**src/rtl/cmos_port_pkg.sv**
```systemverilog
package cmos_port_pkg;

    localparam int unsigned IX_CTRL_A = 10;
    localparam int unsigned IX_CTRL_B = 11;
    localparam int unsigned IX_FLAGS  = 12;
    localparam int unsigned IX_VALID  = 13;

    localparam logic [7:0] RST_CTRL_A = 8'h26;
    localparam logic [7:0] RST_CTRL_B = 8'h02;
    localparam logic [7:0] RST_FLAGS  = 8'h00;
    localparam logic [7:0] RST_VALID  = 8'h80;

    typedef enum logic [0:0] {
        IRQ_QUIET  = 1'b0,
        IRQ_RAISED = 1'b1
    } irq_state_e;

    function automatic logic is_time_idx(input logic [7:0] ix);
        return (ix == 8'd0) || (ix == 8'd2) || (ix == 8'd4) ||
               (ix >= 8'd6 && ix <= 8'd9);
    endfunction

endpackage

```
**src/rtl/cmos_index_regs.sv**
```systemverilog
module cmos_index_regs #(
    parameter int IDXW = 8
) (
    input  logic            clk,
    input  logic            rst_n,
    input  logic            idx_we,
    input  logic            bank,
    input  logic [7:0]      wdata,
    output logic [IDXW-1:0] sel_idx
);
    logic [IDXW-1:0] idx_q [2];

    for (genvar b = 0; b < 2; b++) begin : g_bank
        always_ff @(posedge clk) begin
            if (!rst_n) begin
                idx_q[b] <= '0;
            end else if (idx_we && (bank == 1'(b))) begin
                idx_q[b] <= {1'(b), wdata[IDXW-2:0]};
            end
        end
    end

    assign sel_idx = bank ? idx_q[1] : idx_q[0];

    // the stored index always lands in the half picked by the bank bit
    a_r1_bank_half : assert property (@(posedge clk) disable iff (!rst_n)
        idx_we && bank |=> idx_q[1][IDXW-1]);
endmodule

```
**src/rtl/cmos_irq_fsm.sv**
```systemverilog
module cmos_irq_fsm
    import cmos_port_pkg::*;
(
    input  logic clk,
    input  logic rst_n,
    input  logic raise,
    input  logic clear,
    input  logic suppress,
    output logic irq_o
);
    irq_state_e state_q, state_d;
    logic raise_ok;

    assign raise_ok = raise && !suppress;

    always_comb begin
        state_d = state_q;
        unique case (state_q)
            IRQ_QUIET:  if (raise_ok) state_d = IRQ_RAISED;
            IRQ_RAISED: if (clear && !raise_ok) state_d = IRQ_QUIET;
            default:    state_d = IRQ_QUIET;
        endcase
    end

    always_ff @(posedge clk) begin
        if (!rst_n) state_q <= IRQ_QUIET;
        else        state_q <= state_d;
    end

    always_comb begin
        irq_o = (state_q == IRQ_RAISED);
    end

    // a flag read with no fresh event drops the request
    a_r11_ack_drops : assert property (@(posedge clk) disable iff (!rst_n)
        clear && !raise |=> !irq_o);
    // the level holds until acknowledged
    a_r11_level_holds : assert property (@(posedge clk) disable iff (!rst_n)
        irq_o && !clear |=> irq_o);
    // a suppressed event never starts a request
    a_r12_suppress_blocks : assert property (@(posedge clk) disable iff (!rst_n)
        !irq_o && suppress |=> !irq_o);
    // an event in the acknowledge cycle keeps the request up
    a_r13_event_wins : assert property (@(posedge clk) disable iff (!rst_n)
        raise && !suppress |=> irq_o);
endmodule

```
**src/rtl/cmos_host_port.sv**
```systemverilog
module cmos_host_port
    import cmos_port_pkg::*;
#(
    parameter int IDXW = 8
) (
    input  logic        clk,
    input  logic        rst_n,
    input  logic [1:0]  addr,
    input  logic        wr_en,
    input  logic        rd_en,
    input  logic [7:0]  wdata,
    output logic [7:0]  rd_data,
    input  logic        upd_start,
    input  logic        upd_end,
    input  logic        upd_wr,
    input  logic [3:0]  upd_idx,
    input  logic [7:0]  upd_data,
    input  logic        evt_periodic,
    input  logic        evt_alarm,
    input  logic        evt_update,
    input  logic        irq_suppress,
    output logic        irq,
    output logic        ctr_load,
    output logic [55:0] ctr_time
);
    localparam int DEPTH = 1 << IDXW;
    localparam logic [IDXW-1:0] S_A = IDXW'(IX_CTRL_A);
    localparam logic [IDXW-1:0] S_B = IDXW'(IX_CTRL_B);
    localparam logic [IDXW-1:0] S_C = IDXW'(IX_FLAGS);
    localparam logic [IDXW-1:0] S_D = IDXW'(IX_VALID);

    logic [7:0]      mem [DEPTH];
    logic [IDXW-1:0] sel;
    logic            data_wr, data_rd, freeze, flag_rd, flag_set;
    logic [7:0]      new_flags;
    logic            load_d, load_q;
    logic [7:0]      rd_q;
    logic [7:0]      upd_full;

    assign data_wr = wr_en && addr[0];
    assign data_rd = rd_en && addr[0];
    assign freeze  = mem[S_B][7];
    assign upd_full = {4'h0, upd_idx};

    cmos_index_regs #(.IDXW(IDXW)) u_index (
        .clk     (clk),
        .rst_n   (rst_n),
        .idx_we  (wr_en && !addr[0]),
        .bank    (addr[1]),
        .wdata   (wdata),
        .sel_idx (sel)
    );

    always_comb begin
        new_flags = 8'h00;
        if (evt_periodic && mem[S_B][6]) new_flags = new_flags | 8'hC0;
        if (evt_alarm    && mem[S_B][5]) new_flags = new_flags | 8'hA0;
        if (evt_update   && mem[S_B][4]) new_flags = new_flags | 8'h90;
    end

    assign flag_set = |new_flags;
    assign flag_rd  = data_rd && (sel == S_C);

    always_ff @(posedge clk) begin
        if (!rst_n) begin
            for (int i = 0; i < DEPTH; i++) mem[i] <= 8'h00;
            mem[S_A] <= RST_CTRL_A;
            mem[S_B] <= RST_CTRL_B;
            mem[S_C] <= RST_FLAGS;
            mem[S_D] <= RST_VALID;
        end else begin
            if (upd_start && !freeze) mem[S_A][7] <= 1'b1;
            if (upd_end)              mem[S_A][7] <= 1'b0;
            if (upd_wr && !freeze && is_time_idx(upd_full))
                mem[IDXW'(upd_idx)] <= upd_data;
            if (data_wr) begin
                unique case (sel)
                    S_A: mem[S_A] <= {mem[S_A][7], wdata[6:0]};
                    S_B: begin
                        mem[S_B] <= wdata;
                        if (wdata[7]) mem[S_A][7] <= 1'b0;
                    end
                    S_C, S_D: ;
                    default: mem[sel] <= wdata;
                endcase
            end
            mem[S_C] <= (flag_rd ? 8'h00 : mem[S_C]) | new_flags;
        end
    end

    always_comb begin
        load_d = 1'b0;
        if (data_wr) begin
            if (is_time_idx(8'(sel)) && !freeze) load_d = 1'b1;
            if (sel == S_B && !wdata[7] && freeze) load_d = 1'b1;
        end
    end

    always_ff @(posedge clk) begin
        if (!rst_n) begin
            load_q <= 1'b0;
            rd_q   <= 8'h00;
        end else begin
            load_q <= load_d;
            if (rd_en) rd_q <= addr[0] ? mem[sel] : 8'hFF;
        end
    end

    cmos_irq_fsm u_irq (
        .clk      (clk),
        .rst_n    (rst_n),
        .raise    (flag_set),
        .clear    (flag_rd),
        .suppress (irq_suppress),
        .irq_o    (irq)
    );

    assign rd_data  = rd_q;
    assign ctr_load = load_q;
    assign ctr_time = {mem[9], mem[8], mem[7], mem[6], mem[4], mem[2], mem[0]};

    // index port reads return all ones
    a_r2_index_read_ff : assert property (@(posedge clk) disable iff (!rst_n)
        rd_en && !addr[0] |=> rd_data == 8'hFF);
    // byte 13 ignores host writes
    a_r4_valid_fixed : assert property (@(posedge clk) disable iff (!rst_n)
        data_wr && sel == S_D |=> $stable(mem[S_D]));
    // a host write to byte 10 leaves the progress bit alone
    a_r5_uip_kept : assert property (@(posedge clk) disable iff (!rst_n)
        data_wr && sel == S_A && !upd_start && !upd_end |=> $stable(mem[S_A][7]));
    // every reload request follows a data-port write
    a_r8_load_source : assert property (@(posedge clk) disable iff (!rst_n)
        $rose(ctr_load) |-> $past(data_wr));
    // reading the flags leaves only fresh bits
    a_r11_flags_cleared : assert property (@(posedge clk) disable iff (!rst_n)
        flag_rd && !flag_set |=> mem[S_C] == 8'h00);
endmodule

```
**config.mk**
```make
export PLATFORM = sky130hd
export DESIGN_NAME = cmos_host_port
export DESIGN_NICKNAME = d
export VERILOG_FILES = /design/src/rtl/cmos_port_pkg.sv /design/src/rtl/cmos_index_regs.sv /design/src/rtl/cmos_irq_fsm.sv /design/src/rtl/cmos_host_port.sv
export SDC_FILE = /design/constraint.sdc
export NUM_CORES = 2
export LEC_CHECK = 0
export BUFFER_PORTS_ARGS = -buffer_cell sky130_fd_sc_hd__buf_2
export CAP_MARGIN = 20
export CORE_AREA = 2 2 455 457
export CTS_CLUSTER_DIAMETER = 50
export DETAILED_ROUTE_END_ITERATION = 7
export DIE_AREA = 0 0 457 459
export HOLD_SLACK_MARGIN = 0.08
export PLACE_DENSITY_LB_ADDON = 0.15
export SLEW_MARGIN = 40
export SYNTH_ARGS = -nofsm -noshare
export SYNTH_HDL_FRONTEND = slang
export SYNTH_SLANG_ARGS = --single-unit
```
**constraint.sdc**
```tcl
create_clock -name clk -period 7.8 [get_ports clk]
set_input_delay 0.78 -clock clk [delete_from_list [all_inputs] [get_ports clk]]
set_output_delay 0.78 -clock clk [all_outputs]
set_load 0.1 [all_outputs]
```
==> impl_metrics.tcl <==
set metrics [dict create \
    outcome "complete, no violations" \
    hold_buffers 0 \
    hold_depth 3 \
    die_x_um 457 \
    r2r_cells 10 \
    area_growth_syn_to_layout_pct 15.0 \
    rsz0062_at_grt "no" \
    slew_violations 0 \
    cts-root-buf "clkbuf_16" \
    die-area_mm2 0.210 \
    hold_viol_final 0 \
    initial_core_util_pct 44.7 \
    grt_pass1_vias 63000 \
    overflow 0 \
    numCtsBuffers 239 \
    tightestPinTransition_ns 1.02 \
    die_h_um 459 \
    clock_skew_ns 0.0704 \
    postRouteAntennaNets 0 \
    ir_drop_mv 0.237 \
    fin_tns_setup_ns 0 \
    yosysSeqAreaShare_pct 67.6 \
    synth_most_common_cell "edfxtp_1" \
    cts.sinks 2073 \
    slew_headroom_pct 32.3 \
    cts_resized 0 \
    globalRouteTotalUtil_pct 40.6 \
    htreeDepth 4 \
    ys_async_sr_fraction_pct 0 \
    end_kind "flip-flop" \
    grt_antenna_before_repair 50 \
    yosys-top-cells-count "edfxtp_1, nor2_1, nand2_1, clkbuf_1, o21ai_0" \
    syn_area_mm2 0.0919 \
    synth_top_area_share_pct 67.2 \
    grt_max_degree 145 \
    fmax_mhz 205 \
    clkLatencyLatePin_ns 0.95 \
    ios 99 \
    drtIter0Drc 13700 \
    core.rowCount 167 \
    clk_pin_slew_worst_paths_ns 0.06 \
    postSynthCellCount 7422 \
    core_mm2 0.206 \
    yosysWarningCount 0 \
    start_kind "flip-flop" \
    synth_area_leaders "edfxtp_1, nor2_1, mux4_2, nand2_1, o21ai_0" \
    crit_required_ns 8.59 \
    via_count 69400 \
    min_path_type "input port to flip-flop" \
    viasPerCell 6.59 \
    ys_types 66 \
    syn_avg_cell_area_um2 12.4 \
    drc 0 \
    min_period_ns 4.89 \
    hpwl_um 294000 \
    finalSetupViolations 0 \
    ys_ff_latch 2073 \
    firstDrtPassIters 7 \
    final.period_utilization_pct 62.7 \
    nets 7642 \
    final_util_pct 51.4 \
    fillCellCount 17900 \
    cp.arrival_ns 5.68 \
    crit_type "flip-flop to flip-flop" \
    grt_pass1_wl_um 572000 \
    place_congestion 1.15 \
    drive_above_1_share_pct 18.2 \
    synth_edf_count 2058 \
    wl_per_cell_um 41.0 \
    powerDensity_mw_per_mm2 260 \
    clk_path_buf_depth 3 \
    cts_tree "done" \
    wl_um 432000 \
    p_leak_nw 35.7 \
    numPortBuffers 98 \
    path_max_fanout 50 \
    cts_setup_buffers 0 \
    drv_cap 0 \
    synth_area_leader_cell "edfxtp_1" \
    synth_top_flop_cell "edfxtp_1" \
]
## logic make-up (layout without fill, tap and decap cells)
group	after synthesis	in the layout	synth area share, %
buffers and inverters	702	1085	3.36
other	2	27	0.00817
DFF	2073	2073	67.6
and+or+nand+nor	3451	3451	15.1
muxes	449	449	8.89
AOI/OAI and AO/OA	745	745	5.08
## sequential cells by signal, summed over array words and instances (netlist names)
register and count:
mem 2048, u_index.idx_q 15, u_irq.irq_o 1, ctr_load 1
rd_data 8
## routing by layer
metal  vias up  wire length, um  share of wire [%]  track usage (%)
met4        26            29100                6.7             22.3
li1      27100                -                  -                -
met2      5835           182000                 42             57.4
met3      1043            67100                 16             15.8
met1     35400           154000                 36             53.7
met5         -              203              0.047                0
## report_power, final
part	switching, mW	leakage, nW	internal, mW	total (mW)
registers	0.143	21.7	12.6	12.7
logic	2.57	10.2	0.801	3.37
clock network	4.94	3.82	6.45	11.4
total	7.65	35.7	19.8	27.5
## area by class of cell
type / instances / area [um2] / share of cell area [%]
diodes: 15 / 37.5 / 0.0355
clock buffers: 289 / 6200 / 5.86
clock inverters: 158 / 1720 / 1.63
inverters: 4 / 15.0 / 0.0142
multi-input cells: 4657 / 27500 / 26.0
flip-flops and latches: 2073 / 62100 / 58.7
well taps: 2704 / 3380 / 3.20
repair buffers: 634 / 4790 / 4.53
## worst paths after layout
check | end | from | slack [ns]
max | rd_data[2]$_SDFFE_PN0P_ | u_index.idx_q[0][0]$_SDFFCE_PN0P_ | 2.91
min | mem[12][4]$_DFF_P_ | evt_update | 0.14
max reg2reg | rd_data[2]$_SDFFE_PN0P_ | u_index.idx_q[0][0]$_SDFFCE_PN0P_ | 2.91
min reg2reg | u_irq.irq_o$_SDFF_PN0_ | u_irq.irq_o$_SDFF_PN0_ | 0.49
## worst max-delay path: stages (launching register included)
cell	delay (ns)
edfxtp_1	0.54
mux2_8	0.66
buf_12	0.45
buf_4	0.38
mux4_2	0.64
a22oi_1	0.79
a21oi_1	0.17
nor4_1	0.37
nor2_1	0.14
a2111oi_2	0.42
a31oi_1	0.13
## through the flow
step	setup slack, ns	instance area, um2	hold slack (ns)	power, mW	instances
floorplan	4.18	92000	0.433	14.4	7432
global placement	1.27	97200	0.471	16.1	10100
detailed placement	2.30	97600	0.480	16.1	10100
CTS	3.06	106000	0.121	27.3	10500
global route	2.93	106000	0.136	27.9	10500
finish	2.91	106000	0.141	27.5	10500
## cell usage in the layout, fill, tap and decap left out, drive strengths merged, types with 8 or more instances in the layout
cell	n
edfxtp	2058
nor2	1993
nand2	995
buf	631
o21ai	329
mux4	292
clkbuf	292
nand3	242
mux2i	151
a22oi	99
clkinv	96
and3	84
a31oi	70
a21oi	64
nand4	60
o22ai	37
a311oi	36
inv	31
and2	24
a32oi	23
bufinv	22
diode	15
dfxtp	15
a221oi	14
clkinvlp	13
conb	12
nor4	12
or3	8
nor3b	8
nor3	8
Power figures use the tool's default switching activity.
